File: src/rtl/irqc_pkg.sv
// Package: bus width and the register offsets that software relies on.
// Assumes byte addressing with 32-bit word-aligned registers.
package irqc_pkg;
    localparam int BUS_W        = 32;
    localparam int OFF_PRI_STAT = 'h000;
    localparam int OFF_PRI_ACK  = 'h010;
    localparam int OFF_PRI_ENS  = 'h020;
    localparam int OFF_PRI_ENC  = 'h030;
    localparam int OFF_PRIO     = 'h040;
    localparam int OFF_SEC_STAT = 'h080;
    localparam int OFF_SEC_ACK  = 'h088;
    localparam int OFF_SEC_ENS  = 'h090;
    localparam int OFF_SEC_ENC  = 'h098;
    localparam int OFF_CHMAP    = 'h200;

    // Number of bus words needed to hold n source bits.
    function automatic int words_for(input int n);
        return (n + BUS_W - 1) / BUS_W;
    endfunction
endpackage

File: src/rtl/irqc_src_bank.sv
// Source bank: latches level requests into pending bits and holds the
// per-source enables. All control inputs are one-hot-per-bit masks that
// come from decoded write-one register writes.
// Assumes that set and clear of the same enable never arrive together
// (they live at separate addresses); if they do, clear wins.
module irqc_src_bank #(
    parameter int WIDTH = 32
) (
    input  logic             clk,
    input  logic             rst_n,
    input  logic [WIDTH-1:0] req_i,
    input  logic [WIDTH-1:0] ack_i,
    input  logic [WIDTH-1:0] en_set_i,
    input  logic [WIDTH-1:0] en_clr_i,
    output logic [WIDTH-1:0] pend_o,
    output logic [WIDTH-1:0] en_o,
    output logic [WIDTH-1:0] active_o
);
    logic [WIDTH-1:0] pend_q;
    logic [WIDTH-1:0] en_q;

    // Pending: acknowledge drops a bit, a live request sets it again.
    always_ff @(posedge clk) begin
        if (!rst_n) pend_q <= '0;
        else        pend_q <= (pend_q & ~ack_i) | req_i;
    end

    // Enables: write-one set, write-one clear.
    always_ff @(posedge clk) begin
        if (!rst_n) en_q <= '0;
        else        en_q <= (en_q | en_set_i) & ~en_clr_i;
    end

    assign pend_o   = pend_q;
    assign en_o     = en_q;
    assign active_o = pend_q & en_q;

    a_r2_req_latched: assert property (@(posedge clk) disable iff (!rst_n)
        1'b1 |=> ((pend_q & $past(req_i)) == $past(req_i)));
    a_r5_ack_clears: assert property (@(posedge clk) disable iff (!rst_n)
        1'b1 |=> ((pend_q & $past(ack_i & ~req_i)) == '0));
    a_r3_enable_set: assert property (@(posedge clk) disable iff (!rst_n)
        1'b1 |=> ((en_q & $past(en_set_i & ~en_clr_i)) == $past(en_set_i & ~en_clr_i)));
    a_r4_enable_clear: assert property (@(posedge clk) disable iff (!rst_n)
        1'b1 |=> ((en_q & $past(en_clr_i)) == '0));
endmodule

File: src/rtl/irqc_prio_enc.sv
// Priority encoder: returns the index of the lowest set bit of vec_i.
// Purely combinational; clk and rst_n serve only the checks.
module irqc_prio_enc #(
    parameter int WIDTH = 40,
    localparam int IDX_W = (WIDTH > 1) ? $clog2(WIDTH) : 1
) (
    input  logic             clk,
    input  logic             rst_n,
    input  logic [WIDTH-1:0] vec_i,
    output logic [IDX_W-1:0] idx_o,
    output logic             found_o
);
    // Scan from the top so the lowest set bit is the last to overwrite.
    always_comb begin
        idx_o   = '0;
        found_o = 1'b0;
        for (int i = WIDTH - 1; i >= 0; i--) begin
            if (vec_i[i]) begin
                idx_o   = IDX_W'(i);
                found_o = 1'b1;
            end
        end
    end

    a_r7_winner_active: assert property (@(posedge clk) disable iff (!rst_n)
        found_o |-> vec_i[idx_o]);
    a_r7_no_lower_active: assert property (@(posedge clk) disable iff (!rst_n)
        found_o |-> ((vec_i & ((WIDTH'(1) << idx_o) - WIDTH'(1))) == '0));
endmodule

File: src/rtl/irqc_chan_map.sv
// Channel map table: NUM_CH small registers, each reset to its own index.
// Stores only; the values do not steer any request.
module irqc_chan_map #(
    parameter int NUM_CH = 40,
    parameter int CH_W   = 6,
    parameter int SEL_W  = 8
) (
    input  logic             clk,
    input  logic             rst_n,
    input  logic             we_i,
    input  logic [SEL_W-1:0] idx_i,
    input  logic [CH_W-1:0]  wdata_i,
    output logic [CH_W-1:0]  rdata_o
);
    logic [CH_W-1:0] map_q [NUM_CH];
    logic            in_range;

    assign in_range = (int'(idx_i) < NUM_CH);

    // Table update: reset to identity, otherwise a write into range.
    always_ff @(posedge clk) begin
        if (!rst_n) begin
            for (int i = 0; i < NUM_CH; i++) map_q[i] <= CH_W'(i);
        end else if (we_i && in_range) begin
            map_q[idx_i] <= wdata_i;
        end
    end

    // Read port: out-of-range entries read as zero.
    always_comb begin
        rdata_o = '0;
        if (in_range) rdata_o = map_q[idx_i];
    end

    a_r10_write_lands: assert property (@(posedge clk) disable iff (!rst_n)
        (we_i && in_range) |=> (map_q[$past(idx_i)] == $past(wdata_i)));
endmodule

File: src/rtl/irqc_top.sv
// Cascaded interrupt controller top: decodes the register bus, builds the
// write-one masks for both banks, merges the auxiliary bank into main
// source 0 and drives the read mux and the processor interrupt line.
// Assumes word-aligned accesses; the read data is combinational.
module irqc_top
    import irqc_pkg::*;
#(
    parameter int NUM_PRI = 40,
    parameter int NUM_SEC = 32,
    parameter int CH_W    = 6,
    parameter int ADDR_W  = 10
) (
    input  logic              clk,
    input  logic              rst_n,
    input  logic [ADDR_W-1:0] bus_addr,
    input  logic              bus_wr,
    input  logic [BUS_W-1:0]  bus_wdata,
    output logic [BUS_W-1:0]  bus_rdata,
    input  logic [NUM_PRI-1:0] pri_req_i,
    input  logic [NUM_SEC-1:0] sec_req_i,
    output logic              irq_o
);
    localparam int PRI_WORDS = words_for(NUM_PRI);
    localparam int PIDX_W    = (NUM_PRI > 1) ? $clog2(NUM_PRI) : 1;
    localparam int SEL_W     = ADDR_W - 2;
    localparam int MAP_END   = OFF_CHMAP + 4 * NUM_PRI;

    logic [NUM_PRI-1:0] pri_ack, pri_ens, pri_enc, pri_req;
    logic [NUM_PRI-1:0] pri_pend, pri_en, pri_active;
    logic [NUM_SEC-1:0] sec_ack, sec_ens, sec_enc;
    logic [NUM_SEC-1:0] sec_pend, sec_en, sec_active;
    logic [PRI_WORDS-1:0] hit_ack, hit_ens, hit_enc, hit_stat;
    logic [PIDX_W-1:0]  prio_idx;
    logic               prio_found;
    logic               cascade;
    logic               map_hit;
    logic [SEL_W-1:0]   map_idx;
    logic [CH_W-1:0]    map_rd;

    // Per-word address hits for the main bank register groups.
    for (genvar k = 0; k < PRI_WORDS; k++) begin : g_word_hit
        assign hit_stat[k] = (bus_addr == ADDR_W'(OFF_PRI_STAT + 4 * k));
        assign hit_ack[k]  = bus_wr && (bus_addr == ADDR_W'(OFF_PRI_ACK + 4 * k));
        assign hit_ens[k]  = bus_wr && (bus_addr == ADDR_W'(OFF_PRI_ENS + 4 * k));
        assign hit_enc[k]  = bus_wr && (bus_addr == ADDR_W'(OFF_PRI_ENC + 4 * k));
    end

    // Per-bit write-one masks for the main bank.
    for (genvar i = 0; i < NUM_PRI; i++) begin : g_pri_mask
        assign pri_ack[i] = hit_ack[i / BUS_W] & bus_wdata[i % BUS_W];
        assign pri_ens[i] = hit_ens[i / BUS_W] & bus_wdata[i % BUS_W];
        assign pri_enc[i] = hit_enc[i / BUS_W] & bus_wdata[i % BUS_W];
    end

    // Write-one masks for the auxiliary bank.
    assign sec_ack = (bus_wr && bus_addr == ADDR_W'(OFF_SEC_ACK)) ? bus_wdata[NUM_SEC-1:0] : '0;
    assign sec_ens = (bus_wr && bus_addr == ADDR_W'(OFF_SEC_ENS)) ? bus_wdata[NUM_SEC-1:0] : '0;
    assign sec_enc = (bus_wr && bus_addr == ADDR_W'(OFF_SEC_ENC)) ? bus_wdata[NUM_SEC-1:0] : '0;

    irqc_src_bank #(.WIDTH(NUM_SEC)) u_sec_bank (
        .clk      (clk),
        .rst_n    (rst_n),
        .req_i    (sec_req_i),
        .ack_i    (sec_ack),
        .en_set_i (sec_ens),
        .en_clr_i (sec_enc),
        .pend_o   (sec_pend),
        .en_o     (sec_en),
        .active_o (sec_active)
    );

    // Merge: any live auxiliary source requests main source 0.
    assign cascade = |sec_active;
    assign pri_req = {pri_req_i[NUM_PRI-1:1], pri_req_i[0] | cascade};

    irqc_src_bank #(.WIDTH(NUM_PRI)) u_pri_bank (
        .clk      (clk),
        .rst_n    (rst_n),
        .req_i    (pri_req),
        .ack_i    (pri_ack),
        .en_set_i (pri_ens),
        .en_clr_i (pri_enc),
        .pend_o   (pri_pend),
        .en_o     (pri_en),
        .active_o (pri_active)
    );

    irqc_prio_enc #(.WIDTH(NUM_PRI)) u_prio (
        .clk     (clk),
        .rst_n   (rst_n),
        .vec_i   (pri_active),
        .idx_o   (prio_idx),
        .found_o (prio_found)
    );

    // Channel map window decode.
    assign map_hit = (int'(bus_addr) >= OFF_CHMAP) && (int'(bus_addr) < MAP_END)
                     && (bus_addr[1:0] == 2'b00);
    assign map_idx = bus_addr[ADDR_W-1:2] - SEL_W'(OFF_CHMAP / 4);

    irqc_chan_map #(.NUM_CH(NUM_PRI), .CH_W(CH_W), .SEL_W(SEL_W)) u_map (
        .clk     (clk),
        .rst_n   (rst_n),
        .we_i    (bus_wr && map_hit),
        .idx_i   (map_idx),
        .wdata_i (bus_wdata[CH_W-1:0]),
        .rdata_o (map_rd)
    );

    // Extract bus word k of a main-bank vector, zero past the last source.
    function automatic logic [BUS_W-1:0] pri_word(input logic [NUM_PRI-1:0] v, input int k);
        logic [BUS_W-1:0] w;
        w = '0;
        for (int j = 0; j < BUS_W; j++) begin
            if (k * BUS_W + j < NUM_PRI) w[j] = v[k * BUS_W + j];
        end
        return w;
    endfunction

    // Read mux over all readable registers.
    always_comb begin
        bus_rdata = '0;
        for (int k = 0; k < PRI_WORDS; k++) begin
            if (hit_stat[k]) bus_rdata = pri_word(pri_pend, k);
            if (bus_addr == ADDR_W'(OFF_PRI_ENS + 4 * k)) bus_rdata = pri_word(pri_en, k);
        end
        if (bus_addr == ADDR_W'(OFF_PRIO))     bus_rdata = BUS_W'(prio_idx);
        if (bus_addr == ADDR_W'(OFF_SEC_STAT)) bus_rdata = BUS_W'(sec_pend);
        if (bus_addr == ADDR_W'(OFF_SEC_ENS))  bus_rdata = BUS_W'(sec_en);
        if (map_hit)                           bus_rdata = BUS_W'(map_rd);
    end

    assign irq_o = |pri_active;

    a_r9_cascade_into_src0: assert property (@(posedge clk) disable iff (!rst_n)
        cascade |=> pri_pend[0]);
    a_r6_irq_needs_enable: assert property (@(posedge clk) disable iff (!rst_n)
        irq_o |-> ((|pri_en) && prio_found));
    a_r7_index_zero_when_idle: assert property (@(posedge clk) disable iff (!rst_n)
        !prio_found |-> (prio_idx == '0));
endmodule

File: config.mk
export PLATFORM = sky130hd
export DESIGN_NAME = irqc_top
export DESIGN_NICKNAME = d
export VERILOG_FILES = /design/src/rtl/irqc_pkg.sv /design/src/rtl/irqc_src_bank.sv /design/src/rtl/irqc_prio_enc.sv /design/src/rtl/irqc_chan_map.sv /design/src/rtl/irqc_top.sv
export SDC_FILE = /design/constraint.sdc
export NUM_CORES = 1
export LEC_CHECK = 0
export ABC_AREA = 1
export BUFFER_PORTS_ARGS = -buffer_cell sky130_fd_sc_hd__buf_2
export CAP_MARGIN = 5
export CORE_UTILIZATION = 55
export CTS_BUF_LIST = sky130_fd_sc_hd__clkbuf_16
export CTS_CLUSTER_DIAMETER = 30
export CTS_CLUSTER_SIZE = 8
export DETAILED_ROUTE_END_ITERATION = 10
export PLACE_DENSITY = 0.79
export SLEW_MARGIN = 10
export SYNTH_ARGS = -nofsm -noshare
export SYNTH_HDL_FRONTEND = slang
export SYNTH_SLANG_ARGS = --single-unit
File: constraint.sdc
create_clock -name clk -period 3 [get_ports clk]
set_input_delay 0.3 -clock clk [delete_from_list [all_inputs] [get_ports clk]]
set_output_delay 0.3 -clock clk [all_outputs]
set_load 0.005 [all_outputs]
== Word level (Yosys, flattened, before mapping) ==
Memories as Yosys holds them, arrays and structs flattened.
Index checks and enable logic that the tools add are counted.
Cells by class
  add/sub/neg operators: 1
  $mul: 0
  divide/modulo/power cells: 0
  order comparisons: 3
  equal/unequal tests: 12
  shifts and indexed selects: 0
  multiplexer cells: 59
  bitwise logic cells: 135
  reduce and logical (&&, ||, !) cells: 18
Operators with widths (number)
  2-to-1 mux 32 bit: 11
  2-to-1 mux 6 bit: 43
  bitwise AND 1 bit: 120
  bitwise AND 40 bit: 3
  bitwise AND 32 bit: 3
  NOT 40 bit: 2
  bitwise OR 40 bit: 2
  NOT 32 bit: 2
  bitwise OR 32 bit: 2
  == test 10 x 6 -> 1 bit (second input constant): 4
  == test 10 x 8 -> 1 bit (second input constant): 4
  OR reduction 40 bit: 1
  OR reduction 32 bit: 1
  == test 10 x 5 -> 1 bit (second input constant): 2
  logical AND 1 bit: 13
  == test 10 x 3 -> 1 bit (second input constant): 1
  == test 10 x 7 -> 1 bit (second input constant): 1
  greater-or-equal comparator 10 bit (second input constant): 1
  logical NOT 10 bit: 1
  < comparator 10 bit (second input constant): 1
  < comparator 8 x 6 -> 1 bit (second input constant): 1
  subtractor 8 bit (second input constant): 1
  OR reduction 6 bit: 1
  2-to-1 mux 1 bit: 5
  other kinds (2): 2
Storage, ports and cells
  flip-flop bits (word level): 144
  latch bits: 0
  bits in writable memories: 240
  bits in read-only memories: 0
  input bits: 117
  logic and storage cells: 233
  memories kept: 1
Memory list
  u_map.map_q: depth 40, bits a word 6, rd ports 1, clocked after memory_dff 0, write ports 40, RTL line irqc_chan_map.sv:15  | logic [CH_W-1:0] map_q [NUM_CH];

== Logic depth before layout (Yosys ltp) ==
  depth after elaboration: 45
  depth in mapped cells: 44
  gate-level depth less buffers: 44

== Modules after synthesis ==
Synthesis repeated with hierarchy kept, for this count alone.
Second synthesis, totals
  cells, all modules: 3441
  area, all modules: 27043.4 um^2
By module, submodules not included
  irqc_chan_map: times used 1, cells each 1964, area an instance 17978.5 um^2, seq. area each 11531.1 um^2
  irqc_src_bank at u_pri_bank: times used 1, cells each 409, area an instance 3189.3 um^2, seq. area each 1601.5 um^2
  irqc_top: times used 1, cells each 605, area an instance 2720.1 um^2, seq. area each 0.0 um^2
  irqc_src_bank at u_sec_bank: times used 1, cells each 327, area an instance 2526.2 um^2, seq. area each 1281.2 um^2
  irqc_prio_enc: times used 1, cells each 136, area an instance 629.4 um^2, seq. area each 0.0 um^2

== Worst setup path before layout ==
No wires, ideal clock.
  path kind: register -> output
  start: reg u_pri_bank.pend_q[39], in the netlist u_pri_bank.pend_o[39]
  end: out bus_rdata[0]
  arrival time: 2.197 ns
  required time: 2.700 ns
  path slack: 0.503 ns
  stages on the path, launching flop included: 45
  buffers on the path: 0
  cells stage by stage: dfxtp_1 > nand2_1 > inv_1 > nand2_1 > nand2_1 > nand2_1 > nand2_1 > nand2_1 > nand2_1 > nand2_1 > nand2_1 > nand2_1 > nand2_1 > nand2_1 > nand2_1 > nand2_1 > nand2_1 > nand2_1 > [9 not listed] > nand2_1 > nand2_1 > nand2_1 > nand2_1 > nand2_1 > nand2_1 > nand2_1 > nand2_1 > nand2_1 > nand2_1 > nand2_1 > nand2_1 > nand2_1 > nand2_1 > nand2_1 > nand2_1 > nand2_1 > nand2_1
Between the ends
  cells in the longest elaborated chain, start to end: 45
RTL lines
  start, declared: RTL line irqc_src_bank.sv:19  | logic [WIDTH-1:0] pend_q;
  start signal, assigned: RTL line irqc_src_bank.sv:25  | else pend_q <= (pend_q & ~ack_i) | req_i;
  bitwise AND 40 bit: RTL line irqc_src_bank.sv:36  | assign active_o = pend_q & en_q;
  2-to-1 mux 6 bit (40 in a row): RTL line irqc_prio_enc.sv:18  | if (vec_i[i]) begin
  2-to-1 mux 32 bit: RTL line irqc_top.sv:127  | if (bus_addr == ADDR_W'(OFF_PRIO)) bus_rdata = BUS_W'(prio_idx);
  2-to-1 mux 32 bit: RTL line irqc_top.sv:128  | if (bus_addr == ADDR_W'(OFF_SEC_STAT)) bus_rdata = BUS_W'(sec_pend);
  2-to-1 mux 32 bit: RTL line irqc_top.sv:129  | if (bus_addr == ADDR_W'(OFF_SEC_ENS)) bus_rdata = BUS_W'(sec_en);
  2-to-1 mux 32 bit: RTL line irqc_top.sv:130  | if (map_hit) bus_rdata = BUS_W'(map_rd);
  end, declared: RTL line irqc_top.sv:18  | output logic [BUS_W-1:0] bus_rdata,
Every way passes these cells.

== Final worst setup path ==
  start: reg u_pri_bank.en_q[39], in the netlist u_pri_bank.en_o[39]
  end: out bus_rdata[0]
Between the ends
  cells in the longest elaborated chain, start to end: 45
RTL lines
  start, declared: RTL line irqc_src_bank.sv:20  | logic [WIDTH-1:0] en_q;
  start signal, assigned: RTL line irqc_src_bank.sv:31  | else en_q <= (en_q | en_set_i) & ~en_clr_i;
  bitwise AND 40 bit: RTL line irqc_src_bank.sv:36
  2-to-1 mux 6 bit (40 in a row): RTL line irqc_prio_enc.sv:18
  2-to-1 mux 32 bit: RTL line irqc_top.sv:127
  2-to-1 mux 32 bit: RTL line irqc_top.sv:128
  2-to-1 mux 32 bit: RTL line irqc_top.sv:129
  2-to-1 mux 32 bit: RTL line irqc_top.sv:130
Every way passes these cells.

==> Flow_metrics.wiki <==
{| class="wikitable"
! Metric !! Value
|-
| Combined area of the multi-input logic cells || between 7000 and 8000 um^2
|-
| Hold path cells || 3
|-
| Number of warnings printed during yosys synthesis || 0
|-
| Internal power component || approximately 16 mW
|-
| Critical Path Start Type || flip-flop
|-
| Fraction of layout instances using a drive strength above 1 || 18.02%
|-
| Total GRT Usage || roughly 36%
|-
| DP Wirelength || between 40000 and 50000 um
|-
| Sequential cell area || about 14000 um^2
|-
| Count of different cell masters after synthesis || between 40 and 50
|-
| P per Cell Area || slightly below 700 nW/um^2
|-
| Starting DRC count in detailed routing || ~2500
|-
| Dominant delay contributor by cell family on the critical path || simple AND/OR/NAND/NOR gates
|-
| Violations in the final reports || negative setup slack
|-
| Endpoint type of the worst setup path || output port
|-
| Smallest hold slack || about 16 ps
|-
| Most used flip-flop cell after synthesis || edfxtp_1
|-
| Number of cells traversed by the worst register-to-register path || 6
|-
| Wire length of the first global-routing pass || between 100000 and 150000 um
|-
| Worst slew slack as a fraction of its limit || between 20% and 30%
|-
| Post-route clock period utilization || 123.8%
|-
| Part of the Yosys area used for sequential elements || 61.45%
|-
| Clock tree from TritonCTS || built
|-
| Mean instance size in the synthesized netlist || roughly 9.6 um^2
|-
| Initial antenna violation count || 3
|-
| Library cell occupying the most area in the post-synthesis netlist || edfxtp_1
|-
| Share of flip-flops with an asynchronous set or reset after synthesis || 0%
|-
| Core region area || roughly 41000 um^2
|-
| Final count of pins violating max slew || 0
|-
| RD Place Congestion || a little over 0.9
|-
| Final wirelength || 74630 um
|-
| Total of max-cap violations || 0
|-
| Result of the run || finished with violations
|-
| Number of vias per cell after detailed routing || 5.985
|-
| Portion of synthesized cell area occupied by the leading cell type || 48.73%
|-
| Placed instance area || 25230 um^2
|-
| Required time at the endpoint of the critical path || approximately 2700 ps
|-
| Detailed Routing Iterations Pass 1 || 6
|-
| IR drop worst, VDD || about 460 uV
|-
| Most frequent cell after synthesis || nand2_1
|-
| Signed area change from the synthesized netlist to the final layout || 29.42%
|-
| Switching power total || between 4 and 5 mW
|-
| Delay contributed by the slowest stage of the critical path || approximately 340 ps
|-
| Biggest fanout along the worst timing path || 2
|-
| Detailed-route wire length per cell || approximately 22 um
|-
| Minimum clock period || 3714 ps
|-
| Worst Path Buf+Inv || 2
|-
| Post-route cell area || 29350 um^2
|-
| Overflow after GRT || 0
|-
| Antenna violation net count after detailed routing || 0
|-
| Via count || 20500
|-
| Number of buffers inserted by port buffering || approximately 150
|-
| CP dominant cell by count || nand2_1
|-
| Post-CTS clock slew at the launch and capture registers of the worst setup and hold paths || 50 ps
|-
| Path type of the worst setup path || flip-flop to output port
|-
| Unrepaired setup endpoints after global routing || yes
|-
| Type of the worst min-delay path || input port to flip-flop
|-
| Arrival time worst endpoint || approximately 3400 ps
|-
| CTS H-tree depth || 3
|-
| Final Hold Fails || 0
|-
| Sinks on the clock net || around 500
|-
| Max Buffers Root-to-Sink || 3
|-
| Number of global-route vias before repair || ~20000
|-
| WP depth || 45
|-
| Vertical extent of the die || around 200 um
|-
| Static leakage power || 11.86 nW
|-
| Effective utilization at floorplan || 55.66%
|-
| Leading cell types by total area after synthesis || edfxtp_1 (49%), dfxtp_1 (13%), nand2_1 (8.2%)
|-
| Rows || 74
|-
| Synth top cells by count || nand2_1 (498), edfxtp_1 (368), nor2_1 (283), inv_1 (200), o21ai_0 (165)
|-
| I/O pin cnt || 150
|-
| #FFs+latches synth || 512
|-
| Horizontal extent of the die || 205.0 um
|-
| Worst Tran Pin Value || 1145 ps
|-
| Gate Count Post-Synth || 2374
|-
| Largest net degree at the start of global routing || between 60 and 70
|-
| Placement Setup Slack || -40.82 ps
|-
| Cell Area, Synth || between 20000 and 25000 um^2
|-
| Endpoints failing setup || 3
|-
| Switching Fraction || between 20% and 30%
|-
| Number of enable flip-flop cells after synthesis || between 300 and 400
|-
| Fill cells || around 2800
|-
| Maximum achievable frequency || roughly 270 MHz
|-
| Insertion delay of the later-clocked pin in the worst-skew pair || between 600 and 700 ps
|-
| CTS Root Cell || clkbuf_16
|-
| Clock Skew || 11.74 ps
|-
| Min setup slack post-route || -713.8 ps
|-
| Share of total power in sequential cells || 40.6%
|-
| Total Nets Final || 2936
|-
| Worst-path cell with the longest stage delay || dfxtp_2
|-
| Share of power burned in the clock network || a little over half
|-
| Number of clock buffers inserted by TritonCTS || 97
|-
| Die ar. || 42040 um^2
|-
| Gate power share || 6.3%
|-
| Remaining DRCs || 0
|}
-- power groups by stage --
stage	Sequential [mW]	Clock, mW	Combinational [mW]
5_1_grt	8.16	11.0	1.35
3_3_place_gp	8.23	0	1.09
3_5_place_dp	8.25	0	1.11
6_report	8.14	10.6	1.27
4_1_cts	8.13	10.6	1.20
2_1_floorplan	8.20	0	0.595
-- repair_timing --
item | CTS | global route
pin swaps | 0 | 9
setup buffers | 0 | 5
gates resized for setup | 8 | 26
gates cloned | 0 | 1
hold buffers | 73 | 0
hold endpoints to repair | 73 | 0
endpoints found under the setup margin | 2 | 8
-- sequential cells by signal, indices dropped and copies added, names as in the netlist --
name / cells
u_sec_bank.pend_o: 32
u_sec_bank.en_o: 32
u_pri_bank.pend_o: 40
u_pri_bank.en_o: 40
u_map.map_q: 368
-- final cells by class --
| type | count | share of cell area [%] |
|---|---|---|
| diodes | 2 | 0.01705 |
| clock buffers | 101 | 8.613 |
| multi-input cells | 1612 | 26.94 |
| well taps | 532 | 2.268 |
| repair buffers | 360 | 9.372 |
| inverters | 236 | 3.023 |
| clock inverters | 70 | 2.260 |
| flip-flops and latches | 512 | 47.51 |
-- stage by stage --
stage / power, mW / std cells / utilization (%) / TNS [ps]
2_1_floorplan: 8.792 / 2501 / - / 0
3_3_place_gp: 9.319 / 3173 / 61.94 / -103.4
3_5_place_dp: 9.355 / 3173 / 61.94 / -40.82
4_1_cts: 19.94 / 3417 / 71.60 / -867.4
5_1_grt: 20.50 / 3425 / 72.03 / -1915
6_report: 20.05 / 3425 / 72.03 / -972.1
-- placed cells by master (no fill, tap or decap), types with 73 or more instances in the layout --
master,instances
edfxtp_1,368
buf_4,118
a22oi_1,77
dlygate4sd3_1,73
a21oi_1,161
nand2_1,494
dfxtp_1,137
nor2_1,276
o21ai_0,163
clkbuf_16,102
conb_1,128
buf_2,149
inv_1,213
-- final timing paths --
kind	start	slack, ps	to
min	bus_wdata[6]	20	u_pri_bank.en_o[6]
max	u_pri_bank.en_o[39]	-710	bus_rdata[0]
min reg2reg	u_pri_bank.en_o[6]	470	u_pri_bank.en_o[6]
max reg2reg	u_sec_bank.pend_o[15]	1550	u_pri_bank.pend_o[0]
-- metal layers --
| layer | vias to the layer above | track usage, % | routed length (um) |
|---|---|---|---|
| met4 | 2 | 22.14 | 4732 |
| met2 | 1397 | 59.27 | 35770 |
| met3 | 346 | 8.384 | 7824 |
| met1 | 9690 | 41.64 | 26290 |
| met5 | - | 0 | 13 |
| li1 | 9064 | - | - |
-- worst min-delay path, cell delays in order --
cell and delay, ps:
buf_2 120, nand3_1 90, a21oi_1 60
-- kinds of logic after synthesis --
kind of cell / after synthesis / synth area share [%]
AO/OA/AOI/OAI: 557 / 15.58
buffers and inverters: 377 / 6.329
flip-flops: 512 / 61.45
other: 1 / 0.01654
AND/OR/NAND/NOR: 927 / 16.63
Note: power is estimated with default switching activity, not from simulation.
